[config.mk]
export PLATFORM = sky130hd
export DESIGN_NAME = pll_unlock_det
export DESIGN_NICKNAME = d
export VERILOG_FILES = /design/src/rtl/pud_pkg.sv /design/src/rtl/pud_tick_gen.sv /design/src/rtl/pud_width_meas.sv /design/src/rtl/pud_stretch.sv /design/src/rtl/pll_unlock_det.sv
export SDC_FILE = /design/constraint.sdc
export NUM_CORES = 1
export LEC_CHECK = 0
export BUFFER_PORTS_ARGS = -buffer_cell sky130_fd_sc_hd__buf_2
export CORE_MARGIN = 1.5
export CORE_UTILIZATION = 58
export CTS_CLUSTER_SIZE = 24
export DETAILED_ROUTE_END_ITERATION = 10
export GPL_TIMING_DRIVEN = 0
export PLACE_DENSITY = 0.77
export RECOVER_POWER = 100
export SYNTH_ARGS = -nofsm -noshare
export SYNTH_HDL_FRONTEND = slang
export SYNTH_SLANG_ARGS = --single-unit
[constraint.sdc]
create_clock -name clk_i -period 1.1 [get_ports clk_i]
set_input_delay 0.22 -clock clk_i [delete_from_list [all_inputs] [get_ports clk_i]]
set_output_delay 0.22 -clock clk_i [all_outputs]
set_load 0.01 [all_outputs]
[src/rtl/pud_pkg.sv]
package pud_pkg;

  typedef enum logic [1:0] {
    MODE_OFF    = 2'b00,
    MODE_RAW    = 2'b01,
    MODE_NARROW = 2'b10,
    MODE_WIDE   = 2'b11
  } det_mode_e;

endpackage

[src/rtl/pud_tick_gen.sv]
module pud_tick_gen #(
  parameter int unsigned TICK_CYC = 50000
) (
  input  logic clk_i,
  input  logic rst_ni,
  output logic tick_o
);
  localparam int unsigned TW = (TICK_CYC > 1) ? $clog2(TICK_CYC) : 1;
  localparam logic [TW-1:0] LAST = TW'(TICK_CYC - 1);

  logic [TW-1:0] cnt_q, cnt_d;

  always_comb begin
    if (cnt_q == LAST) cnt_d = '0;
    else               cnt_d = cnt_q + 1'b1;
  end

  always_ff @(posedge clk_i or negedge rst_ni) begin
    if (!rst_ni) cnt_q <= '0;
    else         cnt_q <= cnt_d;
  end

  assign tick_o = (cnt_q == LAST);

  generate
    if (TICK_CYC > 1) begin : g_tick_chk
      AST_TICK_SINGLE: assert property (@(posedge clk_i) disable iff (!rst_ni)
        tick_o |=> !tick_o);
    end
  endgenerate

endmodule

[src/rtl/pud_width_meas.sv]
module pud_width_meas #(
  parameter int unsigned CW = 6
) (
  input  logic          clk_i,
  input  logic          rst_ni,
  input  logic          err_i,
  input  logic          en_i,
  input  logic          clr_i,
  input  logic [CW-1:0] thr_i,
  output logic          viol_o
);
  localparam logic [CW-1:0] CMAX = {CW{1'b1}};

  logic [CW-1:0] wcnt_q, wcnt_d;

  always_comb begin
    if (clr_i || !err_i)   wcnt_d = '0;
    else if (wcnt_q != CMAX) wcnt_d = wcnt_q + 1'b1;
    else                   wcnt_d = wcnt_q;
  end

  always_ff @(posedge clk_i or negedge rst_ni) begin
    if (!rst_ni) wcnt_q <= '0;
    else         wcnt_q <= wcnt_d;
  end

  assign viol_o = en_i && !clr_i && err_i && (wcnt_q >= thr_i);

  AST_NO_VIOL_IDLE: assert property (@(posedge clk_i) disable iff (!rst_ni)
    (!err_i || !en_i) |-> !viol_o);
  AST_CLR_RESTART: assert property (@(posedge clk_i) disable iff (!rst_ni)
    clr_i |=> (wcnt_q <= 1));

endmodule

[src/rtl/pud_stretch.sv]
module pud_stretch (
  input  logic clk_i,
  input  logic rst_ni,
  input  logic clr_i,
  input  logic viol_i,
  input  logic tick_i,
  output logic unlock_o
);
  logic unlock_q, unlock_d;
  logic seen_q, seen_d;

  always_comb begin
    unlock_d = unlock_q;
    seen_d   = seen_q;
    if (clr_i) begin
      unlock_d = 1'b0;
      seen_d   = 1'b0;
    end else if (viol_i) begin
      unlock_d = 1'b1;
      seen_d   = 1'b0;
    end else if (unlock_q && tick_i) begin
      if (seen_q) begin
        unlock_d = 1'b0;
        seen_d   = 1'b0;
      end else begin
        seen_d   = 1'b1;
      end
    end
  end

  always_ff @(posedge clk_i or negedge rst_ni) begin
    if (!rst_ni) begin
      unlock_q <= 1'b0;
      seen_q   <= 1'b0;
    end else begin
      unlock_q <= unlock_d;
      seen_q   <= seen_d;
    end
  end

  assign unlock_o = unlock_q;

  AST_VIOL_SETS: assert property (@(posedge clk_i) disable iff (!rst_ni)
    (viol_i && !clr_i) |=> unlock_q);
  AST_HOLD_NO_TICK: assert property (@(posedge clk_i) disable iff (!rst_ni)
    (unlock_q && !tick_i && !clr_i) |=> unlock_q);
  AST_CLR_DROPS: assert property (@(posedge clk_i) disable iff (!rst_ni)
    clr_i |=> !unlock_q);

endmodule

[src/rtl/pll_unlock_det.sv]
module pll_unlock_det
  import pud_pkg::*;
#(
  parameter int unsigned NARROW_CYC = 27,
  parameter int unsigned WIDE_CYC   = 55,
  parameter int unsigned TICK_CYC   = 50000
) (
  input  logic       clk_i,
  input  logic       rst_ni,
  input  logic [1:0] mode_i,
  input  logic       phase_err_i,
  output logic       unlock_o,
  output logic       lock_o,
  output logic       det_o,
  output logic       det_oe_o
);
  localparam int unsigned CW = $clog2(WIDE_CYC + 2);
  localparam logic [CW-1:0] THR_N = CW'(NARROW_CYC);
  localparam logic [CW-1:0] THR_W = CW'(WIDE_CYC);

  logic [1:0] rst_sync_q;
  logic       rst_n;

  always_ff @(posedge clk_i or negedge rst_ni) begin
    if (!rst_ni) rst_sync_q <= 2'b00;
    else         rst_sync_q <= {rst_sync_q[0], 1'b1};
  end
  assign rst_n = rst_sync_q[1];

  det_mode_e mode_cur, mode_q;
  logic      mode_chg;
  logic      windowed;
  logic [CW-1:0] thr;
  logic      viol;
  logic      tick;
  logic      held;

  assign mode_cur = det_mode_e'(mode_i);
  assign mode_chg = (mode_cur != mode_q);
  assign windowed = (mode_cur == MODE_NARROW) || (mode_cur == MODE_WIDE);
  assign thr      = (mode_cur == MODE_WIDE) ? THR_W : THR_N;

  always_ff @(posedge clk_i or negedge rst_n) begin
    if (!rst_n) mode_q <= MODE_OFF;
    else        mode_q <= mode_cur;
  end

  pud_tick_gen #(.TICK_CYC(TICK_CYC)) tick_i (
    .clk_i  (clk_i),
    .rst_ni (rst_n),
    .tick_o (tick)
  );

  pud_width_meas #(.CW(CW)) meas_i (
    .clk_i  (clk_i),
    .rst_ni (rst_n),
    .err_i  (phase_err_i),
    .en_i   (windowed),
    .clr_i  (mode_chg),
    .thr_i  (thr),
    .viol_o (viol)
  );

  pud_stretch stretch_i (
    .clk_i    (clk_i),
    .rst_ni   (rst_n),
    .clr_i    (mode_chg || !windowed),
    .viol_i   (viol),
    .tick_i   (tick),
    .unlock_o (held)
  );

  always_comb begin
    unique case (mode_cur)
      MODE_OFF: begin
        unlock_o = 1'b0;
        det_oe_o = 1'b0;
      end
      MODE_RAW: begin
        unlock_o = phase_err_i;
        det_oe_o = 1'b1;
      end
      default: begin
        unlock_o = held;
        det_oe_o = 1'b1;
      end
    endcase
  end

  assign det_o  = unlock_o && det_oe_o;
  assign lock_o = !unlock_o;

  AST_OFF_QUIET: assert property (@(posedge clk_i) disable iff (!rst_n)
    (mode_q == MODE_OFF && mode_cur == MODE_OFF) |-> !held);
  AST_MODE_CLEARS: assert property (@(posedge clk_i) disable iff (!rst_n)
    mode_chg |=> !held);
  AST_WIN_DET_MATCH: assert property (@(posedge clk_i) disable iff (!rst_n)
    windowed |-> (det_o == held));

endmodule

=== Word level (Yosys, flattened, before mapping) ===
Cells that the tools add are included.

* Reduce and logical (&&, ||, !) cells: 17
* Muxes and demuxes: 14
* $add $sub $neg: 2
* Equality and inequality tests: 6
* Order comparisons: 1

{| class="wikitable"
|+ Operators with widths
! operator !! count
|-
| $mux W6 || 3
|-
| $add A16 B1 Y16 const B || 1
|-
| $eq A16 B16 Y1 const B || 1
|-
| $mux W16 || 1
|-
| $mux W1 || 9
|-
| $add A6 B1 Y6 const B || 1
|-
| $ge A6 B6 Y1 || 1
|-
| $ne A6 B6 Y1 const B || 1
|-
| $reduce_bool A3 Y1 || 2
|-
| $logic_and A1 B1 Y1 || 5
|-
| $eq A2 B2 Y1 const B || 2
|-
| $logic_not A1 Y1 || 4
|-
| $logic_or A1 B1 Y1 || 3
|-
| $eq A2 B1 Y1 const B || 1
|-
| $logic_not A2 Y1 || 1
|-
| $ne A2 B2 Y1 || 1
|-
| $pmux W1 S2 || 1
|-
| $reduce_and A2 Y1 || 1
|-
| $reduce_bool A2 Y1 || 1
|}

* Output and inout port bits: 4
* Flip-flop bits (word level): 28

=== Depth between registers and ports, before layout ===
Gate-level depths: netlist of the first run.

* Word-level depth: 7
* Mapped depth: 7
* Mapped depth without buffers: 7

=== By module ===
From an unflattened synthesis of the first run, not the netlist that was laid out.

* Cell total of the unflattened synthesis: 147
* Area, all modules: 1503.9 sq um

{| class="wikitable"
|+ By module, submodules not included
! module !! times used !! area an instance (sq um) !! cells an instance !! sequential area each (sq um)
|-
| pud_tick_gen || 1 || 762.0 || 67 || 400.4
|-
| pud_width_meas || 1 || 464.2 || 54 || 150.1
|-
| pll_unlock_det || 1 || 180.2 || 19 || 100.1
|-
| pud_stretch || 1 || 97.6 || 7 || 50.0
|}

=== Worst setup path after synthesis of the first run ===
OpenSTA, ideal clock, no wires.

* Path type: reg-to-reg
* From: reg tick_i.cnt_q[11]
* To: reg stretch_i.unlock_q (netlist: stretch_i.unlock_o)
* Path buffers: 0
* Setup time: 120 ps
* Period minus slack after synthesis: 1815 ps
* Setup slack: -715 ps
* Arrival: 1695 ps
* Cell stages (with the launch flop): 5
* Cell sequence: dfrtp_1 -> or4b_4 -> nor4_4 -> nand2_2 -> a31o_1

* Longest elaborated chain between the ends: 4

{| class="wikitable"
|+ Ends and longest elaborated chain
! item !! line !! RTL
|-
| start: declaration || pud_tick_gen.sv:11 || <nowiki>logic [TW-1:0] cnt_q, cnt_d;</nowiki>
|-
| start signal: assignment || pud_tick_gen.sv:20 || <nowiki>else cnt_q <= cnt_d;</nowiki>
|-
| $eq A16 B16 Y1 || pud_tick_gen.sv:23 || <nowiki>assign tick_o = (cnt_q == LAST);</nowiki>
|-
| $logic_and A1 B1 Y1 || pud_stretch.sv:21 || <nowiki>end else if (unlock_q && tick_i) begin</nowiki>
|-
| $reduce_bool A3 Y1 (no source line) || -- ||
|-
| $reduce_and A2 Y1 (no source line) || -- ||
|-
| end signal: assignment || pud_stretch.sv:36 || <nowiki>unlock_q <= unlock_d;</nowiki>
|-
| end: declaration || pud_stretch.sv:9 || <nowiki>logic unlock_q, unlock_d;</nowiki>
|}

Every way passes these cells.
A chain may end at the register's enable or synchronous reset.

=== Worst setup path in the final report of the first run ===
* From: reg tick_i.cnt_q[7]
* To: reg tick_i.cnt_q[1]

* Longest elaborated chain between the ends: 2

{| class="wikitable"
|+ Ends and longest elaborated chain
! item !! line !! RTL
|-
| $eq A16 B16 Y1 || pud_tick_gen.sv:14 || <nowiki>if (cnt_q == LAST) cnt_d = '0;</nowiki>
|-
| $mux W16 || pud_tick_gen.sv:14 ||
|-
| net tick_i.cnt_d[1] || pud_tick_gen.sv:11 ||
|}

The timed path passes the listed nets, and every way through them passes these cells.

==> results of run 1 <==
-- cell type report --
class | count | area [µm²] | share of cell area, %
repair buffers | 39 | 317 | 16.4
multi-input cells | 95 | 833 | 43.3
clock buffers | 3 | 22.5 | 1.17
well taps | 28 | 35.0 | 1.82
inverters | 4 | 15.0 | 0.780
flip-flops and latches | 28 | 703 | 36.5
-- stage by stage --
stage	area, µm²	power, W	hold WS (ns)	cells	worst slack (ns)
3_5_place_dp	1450	0.00115	0.00554	163	-0.872
6_report	1930	0.00161	0.126	197	-0.749
5_1_grt	1930	0.00166	0.108	197	-0.809
4_1_cts	1730	0.00156	0.0575	186	-0.641
2_1_floorplan	1380	0.00111	-0.0756	127	-0.667
3_3_place_gp	1450	0.00114	0.00445	163	-0.825
-- layer usage --
layer	track usage (%)	wire length, µm	vias up
li1	-	-	531
met1	37.5	1720	594
met2	43.2	2090	87
met3	4.68	302	20
met4	13.6	198	0
met5	0	0	-
-- power groups by stage --
stage | registers, W | logic, W | clock network, W
2_1_floorplan | 0.00108 | 0.0000348 | 0
3_3_place_gp | 0.00108 | 0.0000561 | 0
3_5_place_dp | 0.00108 | 0.0000602 | 0
4_1_cts | 0.00106 | 0.0000732 | 0.000418
5_1_grt | 0.00107 | 0.000111 | 0.000477
6_report | 0.00107 | 0.000105 | 0.000441
-- cells in the mapped netlist --
cell type | count | area (µm²)
sky130_fd_sc_hd__dfrtp_1 | 28 | 701
sky130_fd_sc_hd__nor3_1 | 4 | 20.0
sky130_fd_sc_hd__and3_1 | 4 | 25.0
sky130_fd_sc_hd__xnor2_1 | 15 | 131
sky130_fd_sc_hd__nor4bb_1 | 1 | 10.0
sky130_fd_sc_hd__conb_1 | 1 | 3.75
sky130_fd_sc_hd__nor4_4 | 1 | 21.3
sky130_fd_sc_hd__o21ai_0 | 3 | 15.0
sky130_fd_sc_hd__inv_1 | 4 | 15.0
sky130_fd_sc_hd__mux2i_1 | 2 | 20.0
sky130_fd_sc_hd__a31o_1 | 1 | 8.76
sky130_fd_sc_hd__o21a_1 | 1 | 7.51
sky130_fd_sc_hd__nand2_1 | 9 | 33.8
sky130_fd_sc_hd__nand3_1 | 9 | 45.0
sky130_fd_sc_hd__nand2_2 | 1 | 6.26
sky130_fd_sc_hd__and2b_2 | 1 | 8.76
sky130_fd_sc_hd__nor4_1 | 3 | 18.8
sky130_fd_sc_hd__nor2_1 | 15 | 56.3
sky130_fd_sc_hd__xor2_1 | 4 | 35.0
sky130_fd_sc_hd__a21oi_1 | 2 | 10.0
sky130_fd_sc_hd__or4b_4 | 2 | 27.5
sky130_fd_sc_hd__a31oi_1 | 3 | 18.8
sky130_fd_sc_hd__ha_1 | 5 | 62.6
sky130_fd_sc_hd__nor3b_2 | 1 | 12.5
sky130_fd_sc_hd__or2_2 | 1 | 6.26
sky130_fd_sc_hd__nand4b_1 | 1 | 8.76
sky130_fd_sc_hd__nand4_1 | 5 | 31.3
-- sequential cells by signal, indices dropped and copies added, names as in the netlist --
register,cells
tick_i.cnt_q,16
meas_i.wcnt_q,6
mode_q,2
rst_sync_q,2
stretch_i.seen_q,1
stretch_i.unlock_o,1
-- timing repair --
item                       4_1_cts  5_1_grt
setup endpoints to repair       50       26
hold endpoints to repair         2        0
setup buffers                   19       16
gates resized for setup         26       30
hold buffers                     1        0
pin swaps                       13       23
-- critical path, cell delays in order (launching register included) --
cell                      delay [ns]
sky130_fd_sc_hd__dfrtp_1        0.42
sky130_fd_sc_hd__or4b_4         0.58
sky130_fd_sc_hd__nor4_4         0.33
sky130_fd_sc_hd__buf_4          0.20
sky130_fd_sc_hd__and2b_2        0.22
-- logic make-up after synthesis --
kind of cell    Yosys count  share of synthesized area, %
compound gates           10                          4.42
xor+xnor                 19                          12.2
fa+ha+maj                 5                          4.60
buf+inv                   4                          1.10
flops                    28                          51.5
mux                       2                          1.47
other cells               1                         0.276
simple gates             58                          24.4
-- final timing paths --
check	from	endpoint	slack [ns]	depth (start not counted)
max reg2reg	tick_i.cnt_q[7]$_DFF_PN0_	tick_i.cnt_q[1]$_DFF_PN0_	-0.75	4
min in group asynchronous	rst_ni	rst_sync_q[1]$_DFF_PN0_	0.16	2
max in group asynchronous	rst_sync_q[1]$_DFF_PN0_	meas_i.wcnt_q[2]$_DFFE_PN0P_	0.43	0
max	tick_i.cnt_q[7]$_DFF_PN0_	tick_i.cnt_q[1]$_DFF_PN0_	-0.75	4
min	mode_i[0]	mode_q[0]$_DFF_PN0_	0.13	1
min reg2reg	rst_sync_q[1]$_DFF_PN0_	meas_i.wcnt_q[3]$_DFFE_PN0P_	0.27	0
==> impl_metrics.csv, run 1 <==
group,metric,value,unit
setup_path,data_required_time_of_the_critical_path,1.34,ns
clock_tree,cts-root-buf,"sky130_fd_sc_hd__clkbuf_4",
layout,layout_commonest_cell,"sky130_fd_sc_hd__dfrtp_1",
clock_tree,clock_transition_at_the_registers_of_the_reported_paths,0.16,ns
power,cell_internal_pwr,0.00122,W
power,pwr_density_cell,837,nW/µm²
routing,drt_first_iter_violations,64,
global_routing,grt_overflow_total,0,
sta,slew_headroom,62.4,%
yosys,postSynthCellCount,127,
yosys,synthesis.area,1360,µm²
global_routing,globalRouteTotalUtil,27.7,%
floorplan,coreArea,2210,µm²
placed_design,routabilityCongestion,0.790,
layout,layout-drive-gt1-share,45.0,%
placed_design,place_hpwl,1700,µm
setup_path,critPathKind,"reg2reg",
sta,fin_tns_setup,-10.99,ns
clock_tree,tritoncts.num_buffers,3,
setup_path,cp-start-kind,"flip-flop",
sta,maxSlewViolCount,0,
sta,worst_slew_pin_slew,0.564,ns
layout,layout_common_cells,"sky130_fd_sc_hd__dfrtp_1, sky130_fd_sc_hd__buf_4, sky130_fd_sc_hd__xnor2_1, sky130_fd_sc_hd__buf_6",
global_routing,grt_max_degree,27,
power,p_sw_share,24.4,%
yosys,yosysUniqueCellTypes,27,
global_routing,grt_pass1_vias,1104,
clock_tree,clk_latency,0.33,ns
routing,drt.antenna.violating_nets,0,
run_status,run_status,"complete, but fails checks",
routing,route.vias.total,1232,
layout,area_added_between_synthesis_and_finish,41.6,%
power,clockPowerShare,27.4,%
sta,hold_viol,0,
layout,finalCoreUtilization,87.0,%
routing,drt_wl_total,4320,µm
setup_path,critPathCaptureType,"flip-flop",
routing,post_drt_wl_per_cell,21.9,µm
clock_tree,tritoncts,"done",
power,cellLeakagePower,0.862,nW
layout,fillerInstances,96,
floorplan,floorplan.die_area,2640,µm²
floorplan,start_util,61.5,%
sta,setup_viol,27,
setup_path,worst-path-max-fanout,4,
run_status,violations,"negative setup slack",
power,power.combinational.fraction,6.5,%
sta,skew,0.00783,ns
floorplan,std_cell_rows,17,
sta,min_tclk_post_route,1.85,ns
yosys,synth.ff_latch_count,28,
global_routing,antenna_found_initial,0,
yosys,ys_warn_count,0,
sta,timing.fmax,541,MHz
routing,route.detailed.drc,0,
sta,finalWorstSetupSlack,-0.749,ns
yosys,synth_fp_nets,137,
power,power_switching,0.000394,W
clock_tree,numClockSinks,28,
routing,average_via_count_per_standard_cell,6.25,
global_routing,grt_first_pass_wirelength,5330,µm
placed_design,portBuffers,8,
yosys,syn_area_per_cell,10.7,µm²
power,seq_power_share,66.1,%
power,power.ir.vdd_worst,0.777,mV
sta,part_of_the_cycle_the_worst_path_needs,168,%
sta,rsz0062_at_grt,"true",
yosys,synth-seq-area-share,51.5,%
floorplan,die_x,51.4,µm
setup_path,crit_arrival,2.09,ns
routing,detailed_routing_iteration_count_for_the_pre_antenna_repair_pass,4,
worst_hold_path,hold_class,"in2reg",
clock_tree,max-clock-path-buffers,2,
run,max_cap_viol_count,0,
layout,nNetsFinal,181,
layout,num_antenna_cells,0,
floorplan,dieHeight,51.4,µm
floorplan,io_pins,9,
clock_tree,cts_max_level,1,
No activity file was read; power rests on OpenSTA's default activity.
==> inputs of run 2 (changes only) <==
--- a/config.mk
+++ b/config.mk
@@ -5,13 +5,14 @@
 export SDC_FILE = /design/constraint.sdc
 export NUM_CORES = 1
 export LEC_CHECK = 0
-export BUFFER_PORTS_ARGS = -buffer_cell sky130_fd_sc_hd__buf_2
+export ABC_AREA = 1
 export CORE_MARGIN = 1.5
-export CORE_UTILIZATION = 58
+export CORE_UTILIZATION = 60
 export CTS_CLUSTER_SIZE = 24
 export DETAILED_ROUTE_END_ITERATION = 10
+export DONT_BUFFER_PORTS = 1
 export GPL_TIMING_DRIVEN = 0
-export PLACE_DENSITY = 0.77
+export PLACE_DENSITY = 0.76
 export RECOVER_POWER = 100
 export SYNTH_ARGS = -nofsm -noshare
 export SYNTH_HDL_FRONTEND = slang
==> impl_metrics.csv, run 2 <==
group,metric,value,unit
layout,fillerInstances,88,
layout,largest_register,"tick_i.cnt_q",
floorplan,die_x,53.6,µm
setup_path,data_required_time_of_the_critical_path,1.35,ns
sta,rsz0062_at_grt,"true",
power,power.combinational.fraction,5.9,%
sta,maxSlewViolCount,0,
routing,route.detailed.drc,0,
floorplan,floorplan.die_area,2870,µm²
yosys,synth_most_common_cell,"sky130_fd_sc_hd__nand2_1",
global_routing,grt_first_pass_wirelength,6280,µm
yosys,synthesis.area,1540,µm²
yosys,ys_warn_count,0,
yosys,postSynthCellCount,195,
power,clockPowerShare,37.5,%
yosys,synth.ff_latch_count,28,
placed_design,portBuffers,0,
layout,multiInputGateArea,988,µm²
yosys,synth_commonest_cells,"sky130_fd_sc_hd__nand2_1, sky130_fd_sc_hd__inv_1, sky130_fd_sc_hd__dfrtp_1",
setup_path,critPathKind,"reg2reg",
setup_path,critical_path.max_stage_delay,0.47,ns
sta,finalWorstSetupSlack,-0.438,ns
setup_path,cp_slowest_cell,"sky130_fd_sc_hd__dfrtp_1",
run_status,violations,"negative setup slack",
floorplan,dieHeight,53.6,µm
power,cellLeakagePower,1.11,nW
layout,top_regs,"tick_i.cnt_q (16), meas_i.wcnt_q (6)",
setup_path,cp-start-kind,"flip-flop",
yosys,ys.flop_type,"sky130_fd_sc_hd__dfrtp_1",
routing,detailed_routing_iteration_count_for_the_pre_antenna_repair_pass,5,
floorplan,std_cell_rows,18,
floorplan,start_util,62.5,%
yosys,largest_family_of_logic_cells_by_synthesized_area,"simple AND/OR/NAND/NOR gates",
floorplan,coreArea,2450,µm²
sta,slew_headroom,61.8,%
routing,drt.antenna.violating_nets,0,
power,power_switching,0.000432,W
layout,largest_reg_flops,16,
yosys,synth.area.top_cells,"sky130_fd_sc_hd__dfrtp_1, sky130_fd_sc_hd__nand2_1, sky130_fd_sc_hd__inv_1",
global_routing,grt_overflow_total,0,
yosys,post_synth_and_or_nand_nor_area_fraction,30.0,%
sta,skew,0.00770,ns
placed_design,routabilityCongestion,0.832,
run_status,run_status,"complete, but fails checks",
routing,drt_first_iter_violations,102,
power,total_power,0.00189,W
yosys,syn_area_per_cell,7.87,µm²
setup_path,critPathCaptureType,"flip-flop",
power,cell_internal_pwr,0.00146,W
setup_path,critical-path-top-cell-by-count,"sky130_fd_sc_hd__buf_6",
yosys,yosysUniqueCellTypes,23,
yosys,xor_xnor_fraction_of_synth_area,6.28,%
layout,num_antenna_cells,0,
clock_tree,numClockSinks,28,
placed_design,place_hpwl,2200,µm
clock_tree,tritoncts,"done",
clock_tree,clk_latency,0.34,ns
sta,min_tclk_post_route,1.54,ns
routing,route.vias.total,1583,
yosys,synth_largest_type_area_fraction,45.6,%
clock_tree,clock_transition_at_the_registers_of_the_reported_paths,0.17,ns
yosys,count_of_flip_flops_with_a_built_in_enable_after_synthesis,0,
layout,regArea,709,µm²
sta,worst_slew_pin_slew,0.573,ns
worst_hold_path,hold_class,"in2async",
yosys,synth-compound-area-share,5.22,%
yosys,synth-seq-area-share,45.6,%
setup_path,worst-path-max-fanout,4,
power,power.ir.vdd_worst,1.13,mV
global_routing,antenna_found_initial,0,
yosys,async_reset_ff_share,100,%
global_routing,globalRouteTotalUtil,31.9,%
layout,area_added_between_synthesis_and_finish,45.9,%
floorplan,io_pins,9,
power,p_sw_share,22.8,%
sta,setup_viol,26,
sta,timing.fmax,650,MHz
routing,drt_wl_total,5250,µm
sta,hold_viol,0,
layout,layout_commonest_cell,"sky130_fd_sc_hd__nand2_1",
yosys,adder_cell_area_share_of_the_yosys_netlist,4.07,%
layout,layout-drive-gt1-share,43.8,%
placed_design,pre_cts_slack,-0.228,ns
yosys,post-synth-top-area-cell,"sky130_fd_sc_hd__dfrtp_1",
yosys,synth.mux.area_fraction,0,%
global_routing,grt_max_degree,27,
clock_tree,cts_max_level,1,
layout,layout_common_cells,"sky130_fd_sc_hd__nand2_1, sky130_fd_sc_hd__inv_1, sky130_fd_sc_hd__buf_4",
routing,average_via_count_per_standard_cell,5.97,
placed_design,place_area,1610,µm²
yosys,synth_fp_nets,205,
power,seq_power_share,56.6,%
run,max_cap_viol_count,0,
clock_tree,max-clock-path-buffers,2,
routing,post_drt_wl_per_cell,19.8,µm
setup_path,crit_arrival,1.79,ns
global_routing,grt_pass1_vias,1397,
clock_tree,tritoncts.num_buffers,3,
setup_path,path_cells,"ha_4 -> buf_6 -> nand3_4 -> buf_4 -> buf_6 -> nor3_2 -> nor2_1",
power,pwr_density_cell,844,nW/µm²
layout,stdcell_area,2240,µm²
layout,nNetsFinal,246,
clock_tree,cts-root-buf,"sky130_fd_sc_hd__clkbuf_4",
sta,part_of_the_cycle_the_worst_path_needs,140,%
-- run 2: cell count changes after synthesis, moves of 4 or more --
cell,change
sky130_fd_sc_hd__o21ai_0,+4
sky130_fd_sc_hd__xnor2_1,-13
sky130_fd_sc_hd__nor2_1,+11
sky130_fd_sc_hd__nand2_1,+29
sky130_fd_sc_hd__inv_1,+30
sky130_fd_sc_hd__and3_1,-4
sky130_fd_sc_hd__nand3_1,+7
sky130_fd_sc_hd__xor2_1,+5
-- run 2: area by class of cell --
| type | instances | area share [%] |
|---|---|---|
| sequential | 28 | 31.7 |
| tap | 30 | 1.68 |
| clock buffer | 3 | 1.01 |
| inverter | 35 | 6.09 |
| multi-input combinational | 132 | 44.1 |
| timing repair buffer | 36 | 14.1 |
| clock inverter | 1 | 1.34 |
-- run 2: what timing repair did --
item | in CTS | in global routing
endpoints found under the hold margin | 4 | 0
pin swaps | 19 | 13
resized for setup | 52 | 31
endpoints found under the setup margin | 51 | 26
hold buffers | 3 | 0
buffers inserted | 25 | 8
-- run 2: metal layers --
| metal | track usage, % | wire length [µm] | part of all wire (%) |
|---|---|---|---|
| met5 | 0 | 0 | 0 |
| met4 | 17.1 | 402 | 7.7 |
| met3 | 3.33 | 327 | 6.2 |
| met2 | 58.2 | 2610 | 50 |
| met1 | 36.4 | 1910 | 36 |
-- run 2: metrics by stage --
stage	cells	hold WS [ns]	utilization [%]	TNS, ns
6_report	265	0.0754	91.2	-5.54
5_1_grt	265	0.0745	91.2	-6.48
4_1_cts	257	0.0629	84.1	-2.17
3_5_place_dp	225	-0.0755	65.7	-4.28
3_3_place_gp	225	-0.0755	65.7	-3.07
2_1_floorplan	195	-0.0756	-	-0.372
-- run 2: final timing paths --
path | cells after the start | slack (ns) | endpoint | startpoint
max reg2reg | 7 | -0.44 | tick_i.cnt_q[15]$_DFF_PN0_ | tick_i.cnt_q[0]$_DFF_PN0_
max | 7 | -0.44 | tick_i.cnt_q[15]$_DFF_PN0_ | tick_i.cnt_q[0]$_DFF_PN0_
min reg2reg | 0 | 0.27 | meas_i.wcnt_q[2]$_DFFE_PN0P_ | rst_sync_q[1]$_DFF_PN0_
min | 1 | 0.08 | rst_sync_q[1]$_DFF_PN0_ | rst_ni
max in group asynchronous | 0 | 0.41 | tick_i.cnt_q[7]$_DFF_PN0_ | rst_sync_q[1]$_DFF_PN0_
min in group clk_i | 4 | 0.08 | stretch_i.unlock_o$_DFFE_PN0P_ | phase_err_i
-- run 2: cell families after synthesis --
kind of cell,count (synthesis)
DFF,28
other,1
adders and majority gates,5
buffers and inverters,35
xor gates and xnor gates,11
and+or+nand+nor,100
AOI/OAI and AO/OA,15
-- run 2: power groups by stage --
stage	Clock [W]	Combinational (W)	Sequential, W
detailed placement	0	0.0000529	0.00109
global route	0.000740	0.000121	0.00107
CTS	0.000690	0.0000902	0.00107
global placement	0	0.0000470	0.00109
finish	0.000709	0.000112	0.00107
floorplan	0	0.0000423	0.00108
-- run 2: critical path: cells and delay by family (launching register included) --
kind	cells	cell delay, ns
flops	1	0.47
fa+ha+maj	1	0.20
buf+inv	3	0.38
simple gates	3	0.39
==> inputs of run 3 (changes only) <==
==> constraint.sdc (replaced) <==
create_clock -name clk_i -period 1.1 [get_ports clk_i]
set_input_delay 0.055 -clock clk_i [delete_from_list [all_inputs] [get_ports clk_i]]
set_output_delay 0.055 -clock clk_i [all_outputs]
set_load 0.01 [all_outputs]
==> impl_metrics.csv, run 3 (synthesis gave the netlist of run 2 again) <==
group,metric,value,unit
layout,layout_common_cells,"sky130_fd_sc_hd__nand2_1, sky130_fd_sc_hd__inv_1, sky130_fd_sc_hd__dfrtp_1",
global_routing,globalRouteTotalUtil,31.4,%
clock_tree,numClockSinks,28,
sta,whs,0.0265,ns
routing,route.detailed.drc,0,
global_routing,grt_first_pass_wirelength,6200,µm
sta,min_tclk_post_route,1.43,ns
global_routing,grt_pass1_vias,1378,
clock_tree,tritoncts.num_buffers,3,
placed_design,routabilityCongestion,0.832,
sta,timing.fmax,701,MHz
routing,post_drt_wl_per_cell,20.4,µm
sta,setup_viol,25,
run,max_cap_viol_count,0,
routing,route.vias.total,1629,
placed_design,portBuffers,0,
setup_path,worst_r2r_endpoint,"tick_i.cnt_q[11]$_DFF_PN0_",
worst_hold_path,hold_class,"in2reg",
layout,nNetsFinal,246,
routing,drt.antenna.violating_nets,0,
setup_path,cp-start-kind,"flip-flop",
run_status,run_status,"complete, but fails checks",
sta,fin_tns_setup,-5.39,ns
setup_path,cp_slowest_cell,"sky130_fd_sc_hd__dfrtp_1",
placed_design,place_hpwl,2200,µm
layout,finalCoreUtilization,91.2,%
sta,skew,0.00471,ns
setup_path,worst-path-stages,6,
global_routing,grtUsageMet1,36.7,%
setup_path,path_cells,"nand2_2 -> nor2_4 -> nand3_1 -> o21ai_0 -> nand2_1 -> inv_1",
setup_path,worst-path-max-fanout,5,
clock_tree,cts_max_level,1,
routing,average_via_count_per_standard_cell,6.15,
setup_path,critical_path.max_stage_delay,0.49,ns
setup_path,setup.worst_path.start,"tick_i.cnt_q[6]$_DFF_PN0_",
setup_path,r2r_setup_slack,-0.33,ns
setup_path,critPathKind,"reg2reg",
placed_design,pre_cts_slack,-0.228,ns
clock_tree,cts-root-buf,"sky130_fd_sc_hd__clkbuf_4",
sta,part_of_the_cycle_the_worst_path_needs,130,%
layout,largest_register,"tick_i.cnt_q",
run_status,violations,"negative setup slack",
global_routing,grt_overflow_total,0,
routing,detailed_routing_iteration_count_for_the_pre_antenna_repair_pass,4,
global_routing,met2_usage,56.8,%
floorplan,floorplan.die_area,2870,µm²
floorplan,die_x,53.6,µm
global_routing,antenna_found_initial,0,
power,pwr_density_cell,849,nW/µm²
global_routing,groute.layer.met3.usage,3.33,%
sta,hold_viol,0,
routing,drt_first_iter_violations,88,
layout,top_regs,"tick_i.cnt_q (16), meas_i.wcnt_q (6)",
clock_tree,clock_transition_at_the_registers_of_the_reported_paths,0.16,ns
setup_path,critPathCaptureType,"flip-flop",
setup_path,critical_path_buf_inv_count,1,
floorplan,coreArea,2450,µm²
clock_tree,tritoncts,"done",
floorplan,dieHeight,53.6,µm
clock_tree,clk_latency,0.34,ns
layout,layout_commonest_cell,"sky130_fd_sc_hd__nand2_1",
setup_path,data_required_time_of_the_critical_path,1.40,ns
layout,area_added_between_synthesis_and_finish,45.9,%
layout,largest_reg_flops,16,
layout,layout-drive-gt1-share,42.6,%
global_routing,global_route.peak_usage_layer,"met2",
setup_path,path_delay_family,"simple AND/OR/NAND/NOR gates",
setup_path,r2r.worst_path.cells,6,
setup_path,regToRegStartpoint,"tick_i.cnt_q[6]$_DFF_PN0_",
sta,slew_headroom,61.8,%
floorplan,std_cell_rows,18,
layout,fillerInstances,84,
clock_tree,max-clock-path-buffers,2,
floorplan,io_pins,9,
sta,maxSlewViolCount,0,
layout,num_antenna_cells,0,
sta,rsz0062_at_grt,"true",
routing,drt_wl_total,5410,µm
setup_path,timing.critical_path.to,"tick_i.cnt_q[11]$_DFF_PN0_",
setup_path,crit_arrival,1.73,ns
sta,worst_slew_pin_slew,0.573,ns
floorplan,start_util,62.5,%
power,cellLeakagePower,1.10,nW
sta,finalWorstSetupSlack,-0.327,ns
power,power.ir.vdd_worst,1.07,mV
global_routing,grt_max_degree,27,
[run 3: tightest hold or removal path, cell delays in order]
cell	delay (ns)
sky130_fd_sc_hd__xnor2_2	0.07
sky130_fd_sc_hd__nand3_4	0.16
sky130_fd_sc_hd__nor3b_2	0.06
[run 3: per-layer routing]
| layer | share of wire, % | routed length (µm) |
|---|---|---|
| met5 | 0 | 0 |
| met4 | 8.9 | 479 |
| met3 | 5.8 | 313 |
| met2 | 51 | 2760 |
| met1 | 34 | 1860 |
[run 3: timing repair]
action / CTS / global route
cloned: 0 / 0
resized for setup: 49 / 31
pin swaps: 18 / 14
buffers inserted: 24 / 7
endpoints found under the setup margin: 51 / 26
endpoints found under the hold margin: 10 / 0
hold buffers: 5 / 0
[run 3: area by class of cell]
type                    count  area [µm²]  area share [%]
clock buffers               3        22.5            1.01
clock inverters             1        30.0            1.34
inverters                  35         134            5.98
multi-input cells         132         988            44.1
flip-flops and latches     28         707            31.6
well taps                  30        37.5            1.68
repair buffers             36         320            14.3
[run 3: worst min-delay path by stage]
stage | from | endpoint | slack, ns | cells after the start
2_1_floorplan | rst_ni | rst_sync_q[0]$_DFF_PN0_ | -0.24 | 0
3_3_place_gp | rst_ni | rst_sync_q[0]$_DFF_PN0_ | -0.24 | 0
3_5_place_dp | rst_ni | rst_sync_q[1]$_DFF_PN0_ | -0.24 | 0
4_1_cts | mode_i[1] | meas_i.wcnt_q[5]$_DFFE_PN0P_ | 0.003 | 3
5_1_grt | mode_i[1] | meas_i.wcnt_q[5]$_DFFE_PN0P_ | 0.02 | 3
6_report | mode_i[1] | meas_i.wcnt_q[5]$_DFFE_PN0P_ | 0.03 | 3
[run 3: power breakdown]
part / switching (W) / total (W) / internal [W]
Sequential: 0.0000276 / 0.00107 / 0.00104
Clock: 0.000339 / 0.000708 / 0.000369
Combinational: 0.0000658 / 0.000124 / 0.0000583
Total: 0.000432 / 0.00190 / 0.00147
[run 3: metrics by stage]
step | std cells | total power, W | instance area (µm²)
floorplan | 195 | 0.00112 | 1580
global placement | 225 | 0.00113 | 1610
detailed placement | 225 | 0.00114 | 1610
CTS | 258 | 0.00185 | 2070
global route | 265 | 0.00195 | 2240
finish | 265 | 0.00190 | 2240
